==> src/rtl/stn_pkg.sv <==
package stn_pkg;

  typedef enum logic [1:0] {ST_IDLE, ST_FETCH, ST_SEND} ctl_state_t;
  typedef enum logic [1:0] {PH_DATA, PH_LATCH, PH_END} row_phase_t;
  typedef enum logic [1:0] {FT_IDLE, FT_ISSUE, FT_WAIT} fetch_state_t;

  // pixel depth code to bits per pixel
  function automatic logic [3:0] depth_bits(input logic [2:0] code);
    case (code)
      3'd1:    depth_bits = 4'd2;
      3'd2:    depth_bits = 4'd3;
      3'd3:    depth_bits = 4'd4;
      3'd4:    depth_bits = 4'd8;
      3'd5:    depth_bits = 4'd12;
      default: depth_bits = 4'd1;
    endcase
  endfunction

  function automatic logic [7:0] bit_rev(input logic [7:0] b);
    for (int i = 0; i < 8; i++) bit_rev[i] = b[7-i];
  endfunction

endpackage

==> src/rtl/stn_clkgen.sv <==
module stn_clkgen #(
  parameter int PRE   = 16,
  parameter int DIV_W = 8
) (
  input  logic             clk,
  input  logic             rst,
  input  logic             en,
  input  logic [DIV_W-1:0] div,
  output logic             tick
);
  localparam int PRE_W = $clog2(PRE);

  logic [PRE_W-1:0] pre_cnt;
  logic [DIV_W-1:0] div_cnt;

  always_ff @(posedge clk) begin
    if (rst || !en) begin
      pre_cnt <= '0;
      div_cnt <= '0;
      tick    <= 1'b0;
    end else begin
      tick <= 1'b0;
      if (pre_cnt == PRE_W'(PRE - 1)) begin
        pre_cnt <= '0;
        if (div_cnt == div) begin
          div_cnt <= '0;
          tick    <= 1'b1;
        end else begin
          div_cnt <= div_cnt + 1'b1;
        end
      end else begin
        pre_cnt <= pre_cnt + 1'b1;
      end
    end
  end
endmodule

==> src/rtl/stn_fetch.sv <==
module stn_fetch
  import stn_pkg::*;
#(
  parameter int ADDR_W = 16,
  parameter int TOT_W  = 15,
  parameter int AW     = 6
) (
  input  logic              clk,
  input  logic              rst,
  input  logic              go,
  input  logic [ADDR_W-1:0] base,
  input  logic [TOT_W-1:0]  total,
  input  logic              mem_gnt,
  input  logic              mem_rvalid,
  output logic              bus_req,
  output logic              mem_rd,
  output logic [ADDR_W-1:0] mem_addr,
  output logic              wr_en,
  output logic [AW-1:0]     wr_addr,
  output logic              done
);
  fetch_state_t     st;
  logic [TOT_W-1:0] cnt;

  assign wr_en   = (st == FT_WAIT) && mem_rvalid;
  assign wr_addr = cnt[AW-1:0];

  always_ff @(posedge clk) begin
    if (rst) begin
      st       <= FT_IDLE;
      cnt      <= '0;
      bus_req  <= 1'b0;
      mem_rd   <= 1'b0;
      mem_addr <= '0;
      done     <= 1'b0;
    end else begin
      mem_rd <= 1'b0;
      done   <= 1'b0;
      case (st)
        FT_IDLE: if (go) begin
          bus_req <= 1'b1;
          cnt     <= '0;
          st      <= FT_ISSUE;
        end
        FT_ISSUE: if (mem_gnt) begin
          mem_rd   <= 1'b1;
          mem_addr <= base + ADDR_W'(cnt);
          st       <= FT_WAIT;
        end
        FT_WAIT: if (mem_rvalid) begin
          cnt <= cnt + 1'b1;
          if (cnt + 1'b1 == total) begin
            bus_req <= 1'b0;
            done    <= 1'b1;
            st      <= FT_IDLE;
          end else begin
            st <= FT_ISSUE;
          end
        end
        default: st <= FT_IDLE;
      endcase
    end
  end
endmodule

==> src/rtl/stn_framebuf.sv <==
module stn_framebuf #(
  parameter int DEPTH = 64,
  parameter int DW    = 8,
  localparam int AW   = $clog2(DEPTH)
) (
  input  logic          clk,
  input  logic          we,
  input  logic [AW-1:0] waddr,
  input  logic [DW-1:0] wdata,
  input  logic [AW-1:0] raddr,
  output logic [DW-1:0] rdata
);
  logic [DW-1:0] mem [DEPTH];

  always_ff @(posedge clk) begin
    if (we) mem[waddr] <= wdata;
    rdata <= mem[raddr];
  end
endmodule

==> src/rtl/stn_shifter.sv <==
module stn_shifter
  import stn_pkg::*;
#(
  parameter int AW    = 6,
  parameter int WPR_W = 10,
  parameter int ROW_W = 6
) (
  input  logic             clk,
  input  logic             rst,
  input  logic             go,
  input  logic             tick,
  input  logic             bus8,
  input  logic             order,
  input  logic [WPR_W-1:0] wpr,
  input  logic [ROW_W-1:0] rows,
  input  logic [7:0]       byte_q,
  output logic [AW-1:0]    bptr,
  output logic [7:0]       lcd_data,
  output logic             lcd_cp,
  output logic             lcd_lp,
  output logic             lcd_fr,
  output logic             lcd_ac,
  output logic             done
);
  row_phase_t       ph;
  logic             active, half;
  logic [WPR_W-1:0] wc;
  logic [ROW_W-1:0] row;
  logic [7:0]       word;

  always_comb begin
    if (bus8) word = order ? bit_rev(byte_q) : byte_q;
    else      word = {4'd0, (half ^ order) ? byte_q[3:0] : byte_q[7:4]};
  end

  always_ff @(posedge clk) begin
    if (rst) begin
      ph <= PH_DATA; active <= 1'b0; half <= 1'b0;
      wc <= '0; row <= '0; bptr <= '0;
      lcd_data <= '0; lcd_cp <= 1'b0; lcd_lp <= 1'b0;
      lcd_fr <= 1'b0; lcd_ac <= 1'b0; done <= 1'b0;
    end else begin
      lcd_cp <= 1'b0;
      done   <= 1'b0;
      if (go) begin
        ph <= PH_DATA; active <= 1'b1; half <= 1'b0;
        wc <= '0; row <= '0; bptr <= '0;
      end else if (active && tick) begin
        case (ph)
          PH_DATA: begin
            lcd_data <= word;
            lcd_cp   <= 1'b1;
            lcd_lp   <= 1'b0;
            lcd_fr   <= (row == '0);
            if (bus8 || half) begin
              bptr <= bptr + 1'b1;
              half <= 1'b0;
            end else begin
              half <= 1'b1;
            end
            if (wc == wpr - 1'b1) begin
              wc <= '0;
              ph <= PH_LATCH;
            end else begin
              wc <= wc + 1'b1;
            end
          end
          PH_LATCH: begin
            lcd_lp <= 1'b1;
            if (row == rows - 1'b1) ph <= PH_END;
            else begin
              row <= row + 1'b1;
              ph  <= PH_DATA;
            end
          end
          default: begin
            lcd_lp <= 1'b0;
            lcd_fr <= 1'b0;
            lcd_ac <= ~lcd_ac;
            active <= 1'b0;
            done   <= 1'b1;
          end
        endcase
      end
    end
  end
endmodule

==> src/rtl/stn_refresh_streamer.sv <==
module stn_refresh_streamer
  import stn_pkg::*;
#(
  parameter int ADDR_W = 16,
  parameter int WID_W  = 8,
  parameter int ROW_W  = 6,
  parameter int DIV_W  = 8,
  parameter int DEPTH  = 64,
  parameter int PRE    = 16
) (
  input  logic              clk,
  input  logic              rst,
  input  logic              start,
  input  logic [ADDR_W-1:0] cfg_addr,
  input  logic [WID_W-1:0]  cfg_width,
  input  logic [ROW_W-1:0]  cfg_rows,
  input  logic [2:0]        cfg_depth,
  input  logic              cfg_bus8,
  input  logic              cfg_order,
  input  logic [DIV_W-1:0]  cfg_div,
  output logic              bus_req,
  input  logic              mem_gnt,
  output logic              mem_rd,
  output logic [ADDR_W-1:0] mem_addr,
  input  logic              mem_rvalid,
  input  logic [7:0]        mem_rdata,
  output logic [7:0]        lcd_data,
  output logic              lcd_cp,
  output logic              lcd_lp,
  output logic              lcd_fr,
  output logic              lcd_ac
);
  localparam int AW     = $clog2(DEPTH);
  localparam int PROD_W = WID_W + 4;
  localparam int BPR_W  = PROD_W - 2;
  localparam int WPR_W  = BPR_W + 1;
  localparam int TOT_W  = BPR_W + ROW_W;

  ctl_state_t        st;
  logic [ADDR_W-1:0] base_q;
  logic [ROW_W-1:0]  rows_q;
  logic [BPR_W-1:0]  bpr_q;
  logic [DIV_W-1:0]  div_q;
  logic              bus8_q, order_q;
  logic              fetch_go, stream_go, fetch_done, stream_done, tick;
  logic              wr_en;
  logic [AW-1:0]     wr_addr, rd_addr;
  logic [7:0]        byte_q;
  logic [PROD_W-1:0] row_bits;
  logic [TOT_W-1:0]  total;
  logic [WPR_W-1:0]  wpr;

  assign row_bits = PROD_W'(cfg_width) * PROD_W'(depth_bits(cfg_depth)) + PROD_W'(7);
  assign total    = TOT_W'(bpr_q) * TOT_W'(rows_q);
  assign wpr      = bus8_q ? WPR_W'(bpr_q) : {bpr_q, 1'b0};

  always_ff @(posedge clk) begin
    if (rst) begin
      st <= ST_IDLE; fetch_go <= 1'b0; stream_go <= 1'b0;
      base_q <= '0; rows_q <= '0; bpr_q <= '0; div_q <= '0;
      bus8_q <= 1'b0; order_q <= 1'b0;
    end else begin
      fetch_go  <= 1'b0;
      stream_go <= 1'b0;
      case (st)
        ST_IDLE: if (start) begin
          base_q   <= cfg_addr;
          rows_q   <= cfg_rows;
          bpr_q    <= BPR_W'(row_bits >> 3);
          div_q    <= cfg_div;
          bus8_q   <= cfg_bus8;
          order_q  <= cfg_order;
          fetch_go <= 1'b1;
          st       <= ST_FETCH;
        end
        ST_FETCH: if (fetch_done) begin
          stream_go <= 1'b1;
          st        <= ST_SEND;
        end
        ST_SEND: if (stream_done) st <= ST_IDLE;
        default: st <= ST_IDLE;
      endcase
    end
  end

  stn_fetch #(.ADDR_W(ADDR_W), .TOT_W(TOT_W), .AW(AW)) u_fetch (
    .clk(clk), .rst(rst), .go(fetch_go), .base(base_q), .total(total),
    .mem_gnt(mem_gnt), .mem_rvalid(mem_rvalid), .bus_req(bus_req),
    .mem_rd(mem_rd), .mem_addr(mem_addr), .wr_en(wr_en),
    .wr_addr(wr_addr), .done(fetch_done)
  );

  stn_framebuf #(.DEPTH(DEPTH), .DW(8)) u_buf (
    .clk(clk), .we(wr_en), .waddr(wr_addr), .wdata(mem_rdata),
    .raddr(rd_addr), .rdata(byte_q)
  );

  stn_clkgen #(.PRE(PRE), .DIV_W(DIV_W)) u_clk (
    .clk(clk), .rst(rst), .en(st == ST_SEND), .div(div_q), .tick(tick)
  );

  stn_shifter #(.AW(AW), .WPR_W(WPR_W), .ROW_W(ROW_W)) u_shift (
    .clk(clk), .rst(rst), .go(stream_go), .tick(tick), .bus8(bus8_q),
    .order(order_q), .wpr(wpr), .rows(rows_q), .byte_q(byte_q),
    .bptr(rd_addr), .lcd_data(lcd_data), .lcd_cp(lcd_cp), .lcd_lp(lcd_lp),
    .lcd_fr(lcd_fr), .lcd_ac(lcd_ac), .done(stream_done)
  );
endmodule

==> config.mk <==
export PLATFORM = sky130hd
export DESIGN_NAME = stn_refresh_streamer
export DESIGN_NICKNAME = d
export VERILOG_FILES = /design/src/rtl/stn_pkg.sv /design/src/rtl/stn_clkgen.sv /design/src/rtl/stn_fetch.sv /design/src/rtl/stn_framebuf.sv /design/src/rtl/stn_shifter.sv /design/src/rtl/stn_refresh_streamer.sv
export SDC_FILE = /design/constraint.sdc
export NUM_CORES = 1
export LEC_CHECK = 0
export ABC_CLOCK_PERIOD_IN_PS = 4900
export BUFFER_PORTS_ARGS = -buffer_cell sky130_fd_sc_hd__buf_2
export CAP_MARGIN = 20
export CORE_AREA = 2 2 294 296
export DETAILED_ROUTE_END_ITERATION = 6
export DIE_AREA = 0 0 296 298
export GPL_ROUTABILITY_DRIVEN = 0
export PLACE_DENSITY_LB_ADDON = 0.08
export SKIP_CTS_REPAIR_TIMING = 1
export SYNTH_ARGS = -nofsm -noshare
export SYNTH_HDL_FRONTEND = slang
export SYNTH_SLANG_ARGS = --single-unit
==> constraint.sdc <==
create_clock -name clk -period 4.9 [get_ports clk]
set_input_delay 0.49 -clock clk [delete_from_list [all_inputs] [get_ports clk]]
set_output_delay 0.49 -clock clk [all_outputs]
set_load 0.02 [all_outputs]
==> reports/metrics.cfg <==
[status]
run_status=finished, final reports clean

[routing]
num_vias=17147
drc=0
firstDrtPassIters=5
routed_wl_mm=76.00
ant_nets=0
routedWlPerCell_um=22.58
vias_per_cell=5.094
drt_iter0_markers=1050

[timing]
slew_violations=0
setup-violations-final=0
hold_viol=0
tns_ps=0
finalCritPeriodShare_pct=95.48
finalCriticalPeriod_ps=4678
skew_ps=31.37
fin_hold_ws_ps=95.28
maxSlewHeadroom_pct=21.61
rsz0062_at_grt=false
tightest_slew_ps=1174
fmax_mhz=213.7

[cts]
numCtsBuffers=75
cts.sinks=655
h-tree-depth=3
clk_pin_slew_ps=60
cts_root_buf=clkbuf_16
insertion_delay_ps=630
cts_buffer_depth=3
cts_tree=done

[final_layout]
final_cell_mix=edfxtp_1 (512), nand2_1 (218), nor2_1 (187)
fillCellCount=7980
area_delta_synth_final_pct=14.82
instances_no_fill=3366
drive_gt1_share_pct=20.31
fin_nets=2330
layout_commonest_cell=edfxtp_1

[grt]
antenna_found_initial=2
grt_max_degree=68
grt_pass1_vias=17739
grt.total_usage_pct=17.42
grt_first_pass_wirelength_mm=113.4
overflow=0

[job]
cap_viol_max_count=0

[setup_path]
crit_family=adder cells
crit-reg2reg-capture=u_fetch.st[0]
r2r_cells=16
worst-setup-path-type=flop to flop
crit_path_end_kind=flop
cp.buffers_inverters=3
reg2reg_from=rows_q[0]
cp.arrival_ps=5160
path_cells=and2_1 -> fa_1 -> inv_1 -> fa_1 -> fa_1 -> inv_1 -> ha_1 -> and3_1 -> a2111oi_4 -> buf_4 -> nand2_1 -> a31oi_1 -> xnor2_1 -> or4_1 -> o41ai_1 -> a21oi_1
cp_slowest_cell=fa_1
ff2ff_setup_slack_ps=220
critical_path.startpoint_type=flop
crit_path_max_fanout=7
cp_common_cell=fa_1
worst_ep_required_time_ps=5380
cpPeakStageDelay_ps=540

[yosys]
yosys.area_share.simple_pct=9.533
synth-edff-count=512
synth_top_family_by_area=multiplexers
synthAdderAreaFrac_pct=5.776
ys_async_sr_fraction_pct=0
synthXorXnorAreaFrac_pct=3.217
synth-seq-cells=655
yosysSeqAreaShare_pct=61.54
synth.distinct_cells=69
syn_area_um2=29630
avgSynthCellArea_um2=14.45
synth_nets=2218
synth_compound_area_share_pct=4.184
synthFlopType=edfxtp_1
synthMuxAreaShare_pct=13.37
yosys_warnings=0
syn_inst=2051

[die]
die_w_um=296
coreArea_um2=84880
io_pins=86
die-area_um2=88210
num_rows=107
start_util_pct=34.91
dieHeight_um=298

[hold_path]
min_to=div_q[0]
min_path_cells=3
min_from=cfg_div[0]
hp-class=primary input to flop

[power]
power_density_nw_per_um2=364.6
finalPower_w=0.01241
max-vdd-ir-drop_v=0.0002772
power.leakage_nw=11.39

[placement]
hpwlAfterDp_mm=49.33
dpl.cell_count=3230
port_buffers=85

power breakdown:
| group | leakage (nW) | total, W | switching (W) | internal [W] |
|---|---|---|---|---|
| Clock | 1.21 | 0.00568 | 0.00236 | 0.00333 |
| Combinational | 4.42 | 0.000673 | 0.000415 | 0.000259 |
| Sequential | 5.77 | 0.00605 | 0.0000367 | 0.00601 |
tightest hold or removal path, delay by kind of cell:
| kind | cells | cell delay [ps] |
|---|---|---|
| compound gates | 1 | 50 |
| buf+inv | 1 | 90 |
| simple gates | 1 | 40 |
stage by stage:
step                      cell area [um2]  worst slack (ps)  util, %
final                               34030             221.5    40.09
after global routing                34020             1.100    40.09
after CTS                           34010             86.72    40.06
after detailed placement            31530             81.54    37.15
after global placement              31520             57.33    37.14
after floorplan                     29630             154.3        -
synthesized netlist by cell type, types with 8 or more instances:
cell type,count,area share (%)
a21oi_1,108,1.8
edfxtp_1,512,52
nand4_1,17,0.36
nand3b_1,8,0.20
a21o_1,8,0.20
mux4_2,168,13
a22oi_1,8,0.20
clkbuf_1,77,0.98
mux2i_1,11,0.37
nand3_1,34,0.57
and2_1,32,0.68
fa_1,43,2.9
nand2_1,218,2.8
a211oi_1,9,0.23
o21ai_0,34,0.57
nor3_1,32,0.54
buf_1,20,0.25
inv_1,69,0.87
xor2_1,45,1.3
dfxtp_1,143,9.7
xnor2_1,56,1.7
and3_1,12,0.25
ha_1,68,2.9
nor4_1,10,0.21
nand2b_1,16,0.34
nor2_1,188,2.4
per-layer routing:
layer	up-vias	part of all wire (%)	GRT usage, %
met3	93	3.3	2.656
met2	285	50	29.63
met1	8866	44	23.19
li1	7903	-	-
met5	-	0	0
met4	0	2.1	4.606
registers in the layout, indices dropped and copies added, names as in the netlist, 2 cells and up:
register          cells
u_shift.lcd_data      8
st                    2
u_fetch.st            2
u_clk.pre_cnt         4
u_shift.row           6
u_fetch.mem_addr     16
u_shift.bptr          6
u_fetch.cnt          16
u_shift.wc           11
u_buf.mem           512
base_q               16
div_q                 8
u_clk.div_cnt         8
u_shift.ph            2
u_buf.rdata           8
bpr_q                 9
rows_q                6
kinds of logic (layout without fill, tap and decap cells):
kind of cell / Yosys count / after routing
multiplexers: 185 / 185
AO/OA/AOI/OAI: 207 / 207
buffers and inverters: 176 / 346
XOR/XNOR: 104 / 104
AND/OR/NAND/NOR: 613 / 613
flip-flops: 655 / 655
other: 0 / 1
adder cells (fa/ha/maj): 111 / 111
cell type report:
type / instances / area (um2) / area share, %
sequential: 655 / 18250 / 53.65
multi-input combinational: 1220 / 10710 / 31.48
clock buffer: 96 / 1986 / 5.836
tap: 1144 / 1431 / 4.207
timing repair buffer: 142 / 893.4 / 2.625
clock inverter: 39 / 490.5 / 1.441
inverter: 69 / 259.0 / 0.7612
antenna: 1 / 2.502 / 0.007354
how the worst max path moves through the flow:
stage,endpoint,slack (ps),cells after the start,from
5_1_grt,u_fetch.st[0],1,15,bpr_q[3]
3_3_place_gp,u_fetch.st[0],60,15,rows_q[0]
3_5_place_dp,u_fetch.st[0],80,15,rows_q[0]
6_report,u_fetch.st[0],220,16,rows_q[0]
4_1_cts,u_fetch.bus_req,90,15,rows_q[0]
2_1_floorplan,u_fetch.st[0],150,15,bpr_q[5]
Power figures use the tool's default switching activity.
